$ cat src/rtl/sync_start_pkg.sv
package sync_start_pkg;

    localparam int unsigned PERIOD_W = 16;
    localparam int unsigned DEF_HDLY = 61;
    localparam int unsigned DEF_VDLY = 3;

    typedef logic [PERIOD_W-1:0] period_t;

    typedef enum logic [1:0] {
        SEQ_IDLE  = 2'd0,
        SEQ_VWAIT = 2'd1,
        SEQ_HWAIT = 2'd2
    } seq_state_t;

    typedef struct packed {
        logic vs;
        logic hs;
    } sync_evt_t;

    function automatic period_t sat_inc(input period_t v);
        return (v == '1) ? v : v + period_t'(1);
    endfunction

    function automatic period_t abs_diff(input period_t a, input period_t b);
        return (a > b) ? a - b : b - a;
    endfunction

endpackage

$ cat src/rtl/sync_edge_det.sv
module sync_edge_det #(
    parameter int unsigned N = 2
) (
    input  logic         clk,
    input  logic         rst,
    input  logic [N-1:0] d,
    output logic [N-1:0] rise
);
    for (genvar i = 0; i < N; i++) begin : g_bit
        logic [2:0] sh_q;
        always_ff @(posedge clk) begin
            if (rst) begin
                sh_q <= '0;
            end else begin
                sh_q <= {sh_q[1:0], d[i]};
            end
        end
        assign rise[i] = sh_q[1] & ~sh_q[2];
    end
endmodule

$ cat src/rtl/line_period_meter.sv
module line_period_meter
    import sync_start_pkg::*;
(
    input  logic    clk,
    input  logic    rst,
    input  logic    hs_rise,
    output period_t period,
    output period_t phase,
    output logic    valid
);
    period_t    cnt_q;
    period_t    period_q;
    logic [1:0] seen_q;

    always_ff @(posedge clk) begin
        if (rst) begin
            cnt_q    <= '0;
            period_q <= '0;
            seen_q   <= '0;
        end else if (hs_rise) begin
            period_q <= sat_inc(cnt_q);
            cnt_q    <= '0;
            if (seen_q != 2'd2) begin
                seen_q <= seen_q + 2'd1;
            end
        end else begin
            cnt_q <= sat_inc(cnt_q);
        end
    end

    assign period = period_q;
    assign phase  = cnt_q;
    assign valid  = (seen_q == 2'd2);
endmodule

$ cat src/rtl/start_sequencer.sv
module start_sequencer
    import sync_start_pkg::*;
#(
    parameter int unsigned HDLY_W = 13,
    parameter int unsigned VDLY_W = 11
) (
    input  logic              clk,
    input  logic              rst,
    input  logic              hs_rise,
    input  logic              vs_rise,
    input  logic [HDLY_W-1:0] hdly,
    input  logic [VDLY_W-1:0] vdly,
    output logic              start,
    output seq_state_t        state
);
    seq_state_t        state_q;
    logic [VDLY_W-1:0] vleft_q;
    logic [HDLY_W-1:0] hleft_q;
    logic              start_q;

    always_ff @(posedge clk) begin
        if (rst) begin
            state_q <= SEQ_IDLE;
            vleft_q <= '0;
            hleft_q <= '0;
            start_q <= 1'b0;
        end else begin
            start_q <= 1'b0;
            case (state_q)
                SEQ_IDLE: begin
                    if (vs_rise) begin
                        if (vdly == '0) begin
                            state_q <= SEQ_HWAIT;
                            hleft_q <= hdly;
                        end else begin
                            state_q <= SEQ_VWAIT;
                            vleft_q <= vdly;
                        end
                    end
                end
                SEQ_VWAIT: begin
                    if (hs_rise) begin
                        if (vleft_q == VDLY_W'(1)) begin
                            state_q <= SEQ_HWAIT;
                            hleft_q <= hdly;
                        end else begin
                            vleft_q <= vleft_q - VDLY_W'(1);
                        end
                    end
                end
                SEQ_HWAIT: begin
                    if (hleft_q == '0) begin
                        start_q <= 1'b1;
                        state_q <= SEQ_IDLE;
                    end else begin
                        hleft_q <= hleft_q - HDLY_W'(1);
                    end
                end
                default: state_q <= SEQ_IDLE;
            endcase
        end
    end

    assign start = start_q;
    assign state = state_q;
endmodule

$ cat src/rtl/interlace_detector.sv
module interlace_detector
    import sync_start_pkg::*;
#(
    parameter int unsigned PPL_W = 13
) (
    input  logic             clk,
    input  logic             rst,
    input  logic             vs_rise,
    input  period_t          phase,
    input  period_t          period,
    input  logic             period_ok,
    input  logic [PPL_W-1:0] ppl,
    output logic             interlace
);
    period_t ref_per;
    period_t half_per;
    period_t quarter_per;
    logic    mid_now;
    logic    mid_prev_q;
    logic    ilace_q;

    always_comb begin
        ref_per     = period_ok ? period : period_t'(ppl);
        half_per    = ref_per >> 1;
        quarter_per = ref_per >> 2;
        mid_now     = abs_diff(phase, half_per) < quarter_per;
    end

    always_ff @(posedge clk) begin
        if (rst) begin
            mid_prev_q <= 1'b0;
            ilace_q    <= 1'b0;
        end else if (vs_rise) begin
            mid_prev_q <= mid_now;
            ilace_q    <= mid_now ^ mid_prev_q;
        end
    end

    assign interlace = ilace_q;
endmodule

$ cat src/rtl/sync_start_gen.sv
module sync_start_gen
    import sync_start_pkg::*;
#(
    parameter int unsigned HDLY_W = 13,
    parameter int unsigned VDLY_W = 11,
    parameter int unsigned PPL_W  = 13
) (
    input  logic              clk,
    input  logic              rst,
    input  logic              hs_in,
    input  logic              vs_in,
    input  logic [HDLY_W-1:0] hdly,
    input  logic [VDLY_W-1:0] vdly,
    input  logic [PPL_W-1:0]  ppl,
    output logic              start_pulse,
    output logic [15:0]       line_period,
    output logic              interlace
);
    sync_evt_t  evt;
    logic [1:0] rise_vec;
    logic       hs_rise;
    logic       vs_rise;
    period_t    period;
    period_t    phase;
    logic       period_ok;
    seq_state_t seq_state;

    sync_edge_det #(.N(2)) u_sync (
        .clk  (clk),
        .rst  (rst),
        .d    ({vs_in, hs_in}),
        .rise (rise_vec)
    );

    assign evt     = sync_evt_t'(rise_vec);
    assign hs_rise = evt.hs;
    assign vs_rise = evt.vs;

    line_period_meter u_meter (
        .clk     (clk),
        .rst     (rst),
        .hs_rise (hs_rise),
        .period  (period),
        .phase   (phase),
        .valid   (period_ok)
    );

    start_sequencer #(.HDLY_W(HDLY_W), .VDLY_W(VDLY_W)) u_seq (
        .clk     (clk),
        .rst     (rst),
        .hs_rise (hs_rise),
        .vs_rise (vs_rise),
        .hdly    (hdly),
        .vdly    (vdly),
        .start   (start_pulse),
        .state   (seq_state)
    );

    interlace_detector #(.PPL_W(PPL_W)) u_ilace (
        .clk       (clk),
        .rst       (rst),
        .vs_rise   (vs_rise),
        .phase     (phase),
        .period    (period),
        .period_ok (period_ok),
        .ppl       (ppl),
        .interlace (interlace)
    );

    assign line_period = period;
endmodule

$ cat config.mk
export PLATFORM = sky130hd
export DESIGN_NAME = sync_start_gen
export DESIGN_NICKNAME = d
export VERILOG_FILES = /design/src/rtl/sync_start_pkg.sv /design/src/rtl/sync_edge_det.sv /design/src/rtl/line_period_meter.sv /design/src/rtl/start_sequencer.sv /design/src/rtl/interlace_detector.sv /design/src/rtl/sync_start_gen.sv
export SDC_FILE = /design/constraint.sdc
export NUM_CORES = 1
export LEC_CHECK = 0
export CORE_MARGIN = 5
export CORE_UTILIZATION = 40
export CTS_BUF_LIST = sky130_fd_sc_hd__clkbuf_16
export DETAILED_ROUTE_END_ITERATION = 12
export SLEW_MARGIN = 20
export SYNTH_ARGS = -nofsm -noshare
export SYNTH_HDL_FRONTEND = slang
export SYNTH_HIERARCHICAL = 1
export SYNTH_SLANG_ARGS = --single-unit
$ cat constraint.sdc
create_clock -name clk -period 5.1 [get_ports clk]
set_input_delay 0.765 -clock clk [delete_from_list [all_inputs] [get_ports clk]]
set_output_delay 0.765 -clock clk [all_outputs]
set_load 0.05 [all_outputs]
### Yosys cells after proc, flatten, opt, wreduce, memory -nomap -nowiden

Index checks and enable logic that the tools add are counted.

* latch bits: 0
* logic and storage cells: 71
* output and inout port bits: 18
* RAM bits: 0
* bits in read-only memories: 0
* bits in registers: 69
* memories: 0
* bits of input ports: 41

* $lt $le $gt $ge: 2
* add/subtract/negate cells: 6
* equality and inequality tests: 14
* divide/modulo/power cells: 0
* shift-type cells: 0
* multiplexer cells: 21
* reductions and logical operators: 11
* bitwise gates (word level): 6
* multipliers: 0

Operators by type and width (number)
* 13-bit two-way mux: 5
* 16-bit two-way mux: 3
* 11-bit two-way mux: 4
* 13-bit one-hot mux with 3 select lines: 1
* 11-bit one-hot mux with 2 select lines: 1
* 16-bit by 1-bit adder with 16-bit output, second input constant: 1
* 16-bit == test, second input constant: 1
* 16-bit by 15-bit > comparator with 1-bit output: 1
* 16-bit by 14-bit less-than comparator with 1-bit output: 1
* 15-bit by 16-bit subtractor with 16-bit output: 1
* 16-bit by 15-bit subtractor with 16-bit output: 1
* 13-bit zero test: 1
* 13-bit by 1-bit subtractor with 13-bit output, second input constant: 1
* 11-bit by 1-bit == test with 1-bit output, second input constant: 1
* 11-bit zero test: 1
* 11-bit by 1-bit subtractor with 11-bit output, second input constant: 1
* 2-bit two-way mux: 5
* 2-bit != test, second input constant: 5
* 2-bit by 1-bit != test with 1-bit output, second input constant: 4
* 2-bit one-hot mux with 3 select lines: 1
* 6-bit AND reduction: 1
* 5-bit AND reduction: 1
* 2-bit == test, second input constant: 2
* 4-bit AND reduction: 1
* other kinds (11): 15

### Longest topological paths before layout

* word-level depth: 6
* mapped depth: 26

### Hierarchy

Netlist, hierarchy kept.

By module, submodules not included
* interlace_detector: cells each 281, sequential area each 40.0 µm², instances 1, area each 2159.6 µm²
* start_sequencer: cells each 233, sequential area each 540.5 µm², instances 1, area each 1783.0 µm²
* line_period_meter: cells each 168, sequential area each 680.7 µm², instances 1, area each 1516.5 µm²
* sync_edge_det: cells each 14, sequential area each 120.1 µm², instances 1, area each 170.2 µm²

### Least setup slack after synthesis

OpenSTA, ideal clock, no wires.

* path type: register to register
* from: register u_meter.seen_q[0]
* to: register u_ilace.ilace_q, in the netlist u_ilace/interlace
* setup slack: -105 ps
* arrival time: 5116 ps
* cell stages (with the launch flop): 27
* clock period less this slack: 5205 ps
* data required time: 5012 ps
* path buffers: 5
* cells stage by stage: dfxtp_1 -> inv_1 -> ha_1 -> buf_2 -> buf_1 -> mux2i_1 -> inv_1 -> ha_1 -> buf_6 -> nand4_2 -> o32a_1 -> nand3_2 -> a21o_1 -> buf_6 -> buf_6 -> mux2_2 -> o21ai_0 -> xor2_1 -> ha_1 -> and4_1 -> a221oi_1 -> o211ai_1 -> a221oi_1 -> nand2b_1 -> mux2i_1 -> nand3_1 -> a311oi_2

* cells in the longest elaborated chain, start to end: 6
* elaborated cells between the ends (all ways): 8

RTL lines
* from (decl): RTL line line_period_meter.sv:13 `logic [1:0] seen_q;`
* from (signal assigned): RTL line line_period_meter.sv:24 `seen_q <= seen_q + 2'd1;`
* 2-bit == test (*): RTL line line_period_meter.sv:33 `assign valid = (seen_q == 2'd2);`
* net period_ok: RTL line sync_start_gen.sv:25 `logic period_ok;`
* 16-bit two-way mux (*): RTL line interlace_detector.sv:23 `ref_per = period_ok ? period : period_t'(ppl);`
* 15-bit by 16-bit subtractor with 16-bit output (tied with other cells): RTL line sync_start_pkg.sv:25 `return (a > b) ? a - b : b - a;`
* 16-bit two-way mux: RTL line sync_start_pkg.sv:25
* 16-bit by 14-bit less-than comparator with 1-bit output (*): RTL line interlace_detector.sv:26 `mid_now = abs_diff(phase, half_per) < quarter_per;`
* 1-bit bitwise XOR (*): RTL line interlace_detector.sv:35 `ilace_q <= mid_now ^ mid_prev_q;`
* to (signal assigned): RTL line interlace_detector.sv:35
* to (decl): RTL line interlace_detector.sv:20 `logic ilace_q;`

Mark *: on every way through the listed nets, which the timed path passes. The rest lies on a longest branch.
A chain may end at the register's enable or synchronous reset.

### Final worst setup path

Ends and elaborated chain as after synthesis.

==> metrics.txt <==
status=completed; Die Height=128.6 µm; Top Ports=59; share of the synthesized area in the top cell type=24.54%; Multi-input gate area=4148 µm²; CP Capture Type=register; fillers=1,280; vias in the first global route=5,226; CTS tree=built; Worst Path Max Fanout=5; actual slew at the worst max-slew pin=0.9958 ns; clock share of power=35.5%; worst vdd ir=0.0001659 V; critical path type=register to register; WL final=16,480 µm; Area contributors post-synth=dfxtp_1 25%, ha_1 11%, a21oi_1 5.8%, mux2i_1 4.6%, nor2_1 3.9%; number of max-cap violations=0; Switching Share=31.13%; internal power=1118 µW; R2R depth=25; area fraction in and, or, nand and nor cells after synthesis=23.32%; Routed WL per cell=16.64 µm; first-pass GRT wire length=25,910 µm; Yosys warning count=6; #FFs+latches synth=69; crit-path max cell delay=0.35 ns; Synth top cells by count=69 x dfxtp_1, 65 x a21oi_1, 59 x nor2_1; r2r endpoint=u_ilace/interlace; Seq pwr share=35.1%; ratio of cells with drive above 1 in the final layout=22.84%; placed cell areas=6744 µm²; DR vias/cell=5.562; Power Density=218.7 nW/µm²; mux share of post-synthesis cell area=5.623%; pin count of the biggest net entering global routing=36; via count=5,506; H-tree depth=3; P_sw=505.2 µW; PortBufs=57; final worst slack=0.07884 ns; Worst EP arrival=5.27 ns; worst skew pair latency=0.34 ns; global-route usage over all layers=19.29%; Post-Place Worst Slack=-0.5688 ns; Reg clk slew, reported paths=0.06 ns; Worst path slowest cell=fa_2; Final Setup Violations=0; DRC Markers=0; CTS Sinks=69; reg2reg start=u_meter/seen_q[0]; syn avg cell area=8.088 µm²; GRT overflow=0; GP Congestion=0.8977; HP Start=u_sync/g_bit[1].sh_q[0]; antenna violations before repair=0; most frequent cell after synthesis=dfxtp_1; Slew Limit Fails=0; Syn Nets=788; DR iter-0 viols=396; Synth area leader=dfxtp_1; First-pass DRT Iterations=5; area delta synth->final=31.83%; max_slew headroom=33.61%; Hold Path Depth=1; Post-Synth Adder-Cell Area=11.60%; sequential area share after synthesis=24.54%; Comb pwr share=29.5%; Yosys cell types=81; final hold slack=0.4524 ns; final hold vios=0; Synth Flop Type=dfxtp_1; Required @ worst endpoint=5.35 ns; clk buf depth=2; CP delay by family, top=compound AO/OA/AOI/OAI gates; die extent in x=128.6 µm; diode count=0; # rows=43; Hold Crit Class=register to register; RSZ-0062 raised after global routing=yes; post-route cell area=7421 µm²; Die ar.=16,550 µm²; sequential cell area=1384 µm²; Mapped Area=5629 µm²; XOR/XNOR Fraction of Synth Area=2.645%; Post-Synthesis Cells=696; Synth Area in Compound Gates=24.76%; core area=13,830 µm²; Fin Clk Skew=0.009257 ns; clock root buffer=clkbuf_16; Final ANT Viol Nets=0; CP Launch Type=register; DPL Wire Length=12,500 µm; Leak=0.002946 µW; Tmin final=5.021 ns; Hold Path Sink=u_sync/g_bit[1].sh_q[1]; Final period util=98.45%; Starting Density=40.71%; TritonCTS Buffers=9; Max Clk Rate=0.1992 GHz; largest family of logic cells by synthesized area=compound AO/OA/AOI/OAI gates; CP bufs+invs=5; async set-reset flop share out of synthesis=0%; hold buffer count at CTS=0; Post-synth EDFFs=0; Final Net Count=897; r2r setup slk=0.08 ns
## power by group through the flow
stage | combinational, µW | clock (µW) | sequential [µW]
2_1_floorplan | 235 | 0 | 593
3_3_place_gp | 408 | 0 | 579
3_5_place_dp | 414 | 0 | 579
4_1_cts | 428 | 595 | 567
5_1_grt | 519 | 621 | 571
6_report | 479 | 575 | 569
## per-stage QoR
stage	setup TNS [ns]	utilization, %	instances	total power [µW]
detailed placement	-1.115	48.77	969	993.4
global placement	-0.8492	48.77	969	986.4
finish	0	53.67	990	1623
global route	-0.3798	53.67	990	1711
floorplan	0	-	696	828.8
CTS	0	51.05	985	1590
## what timing repair did
action                                  4_1_cts  5_1_grt
gates resized for setup                       6       62
pin swaps                                     4       24
endpoints found under the setup margin        2        2
setup buffers                                 0        4
hold endpoints to repair                      0        0
cloned                                        0        1
## layout by cell type, fill, tap and decap left out, drive strengths merged, types with 9 or more instances in the layout
| cell | count |
|---|---|
| xnor2 | 9 |
| ha | 49 |
| buf | 81 |
| nand4 | 9 |
| a211oi | 11 |
| clkbuf | 10 |
| nor2 | 59 |
| dfxtp | 69 |
| nor2b | 17 |
| a21oi | 72 |
| o21ai | 38 |
| a21o | 15 |
| nor3 | 11 |
| nand2 | 45 |
| nor4 | 15 |
| nand2b | 16 |
| inv | 46 |
| nand3 | 21 |
| clkdlybuf4s50 | 50 |
| mux2i | 27 |
## cell type report
| cell class | instances | area share (%) |
|---|---|---|
| inverter | 43 | 2.175 |
| timing repair buffer | 138 | 16.52 |
| sequential | 69 | 18.65 |
| clock buffer | 9 | 3.035 |
| clock inverter | 7 | 0.6913 |
| multi-input combinational | 544 | 55.89 |
| tap | 180 | 3.035 |
## registers in the layout, indices dropped and copies added, names as in the netlist
| signal | cells |
|---|---|
| u_seq/hleft_q | 13 |
| u_meter/period | 16 |
| u_meter/seen_q | 2 |
| u_seq/start | 1 |
| u_meter/phase | 16 |
| u_sync/g_bit.sh_q | 6 |
| u_ilace/mid_prev_q | 1 |
| u_ilace/interlace | 1 |
| u_seq/state | 2 |
| u_seq/vleft_q | 11 |
## logic make-up after synthesis
family	after synthesis
and+or+nand+nor	241
buffers and inverters	83
AOI/OAI and AO/OA	205
DFF	69
muxes	30
xor gates and xnor gates	17
adders and majority gates	51
## worst max path at each step
| stage | startpoint | slack (ns) | end | depth (start not counted) |
|---|---|---|---|---|
| global placement | ppl[12] | -0.43 | u_ilace/interlace | 21 |
| detailed placement | ppl[12] | -0.57 | u_ilace/interlace | 21 |
| finish | u_meter/seen_q[0] | 0.08 | u_ilace/interlace | 25 |
| global route | u_meter/seen_q[0] | -0.19 | u_ilace/mid_prev_q | 26 |
| CTS | ppl[1] | 0.02 | u_ilace/interlace | 23 |
| floorplan | u_meter/seen_q[0] | 0.08 | u_ilace/interlace | 26 |
## per-layer routing
| layer | up-vias | track usage (%) | wire length [µm] |
|---|---|---|---|
| met4 | 0 | 5.621 | 329 |
| met2 | 123 | 30.16 | 7625 |
| met3 | 24 | 2.906 | 625 |
| li1 | 2772 | - | - |
| met5 | - | 0 | 0 |
| met1 | 2587 | 27.56 | 7894 |
(Power assumes the default switching activity.)
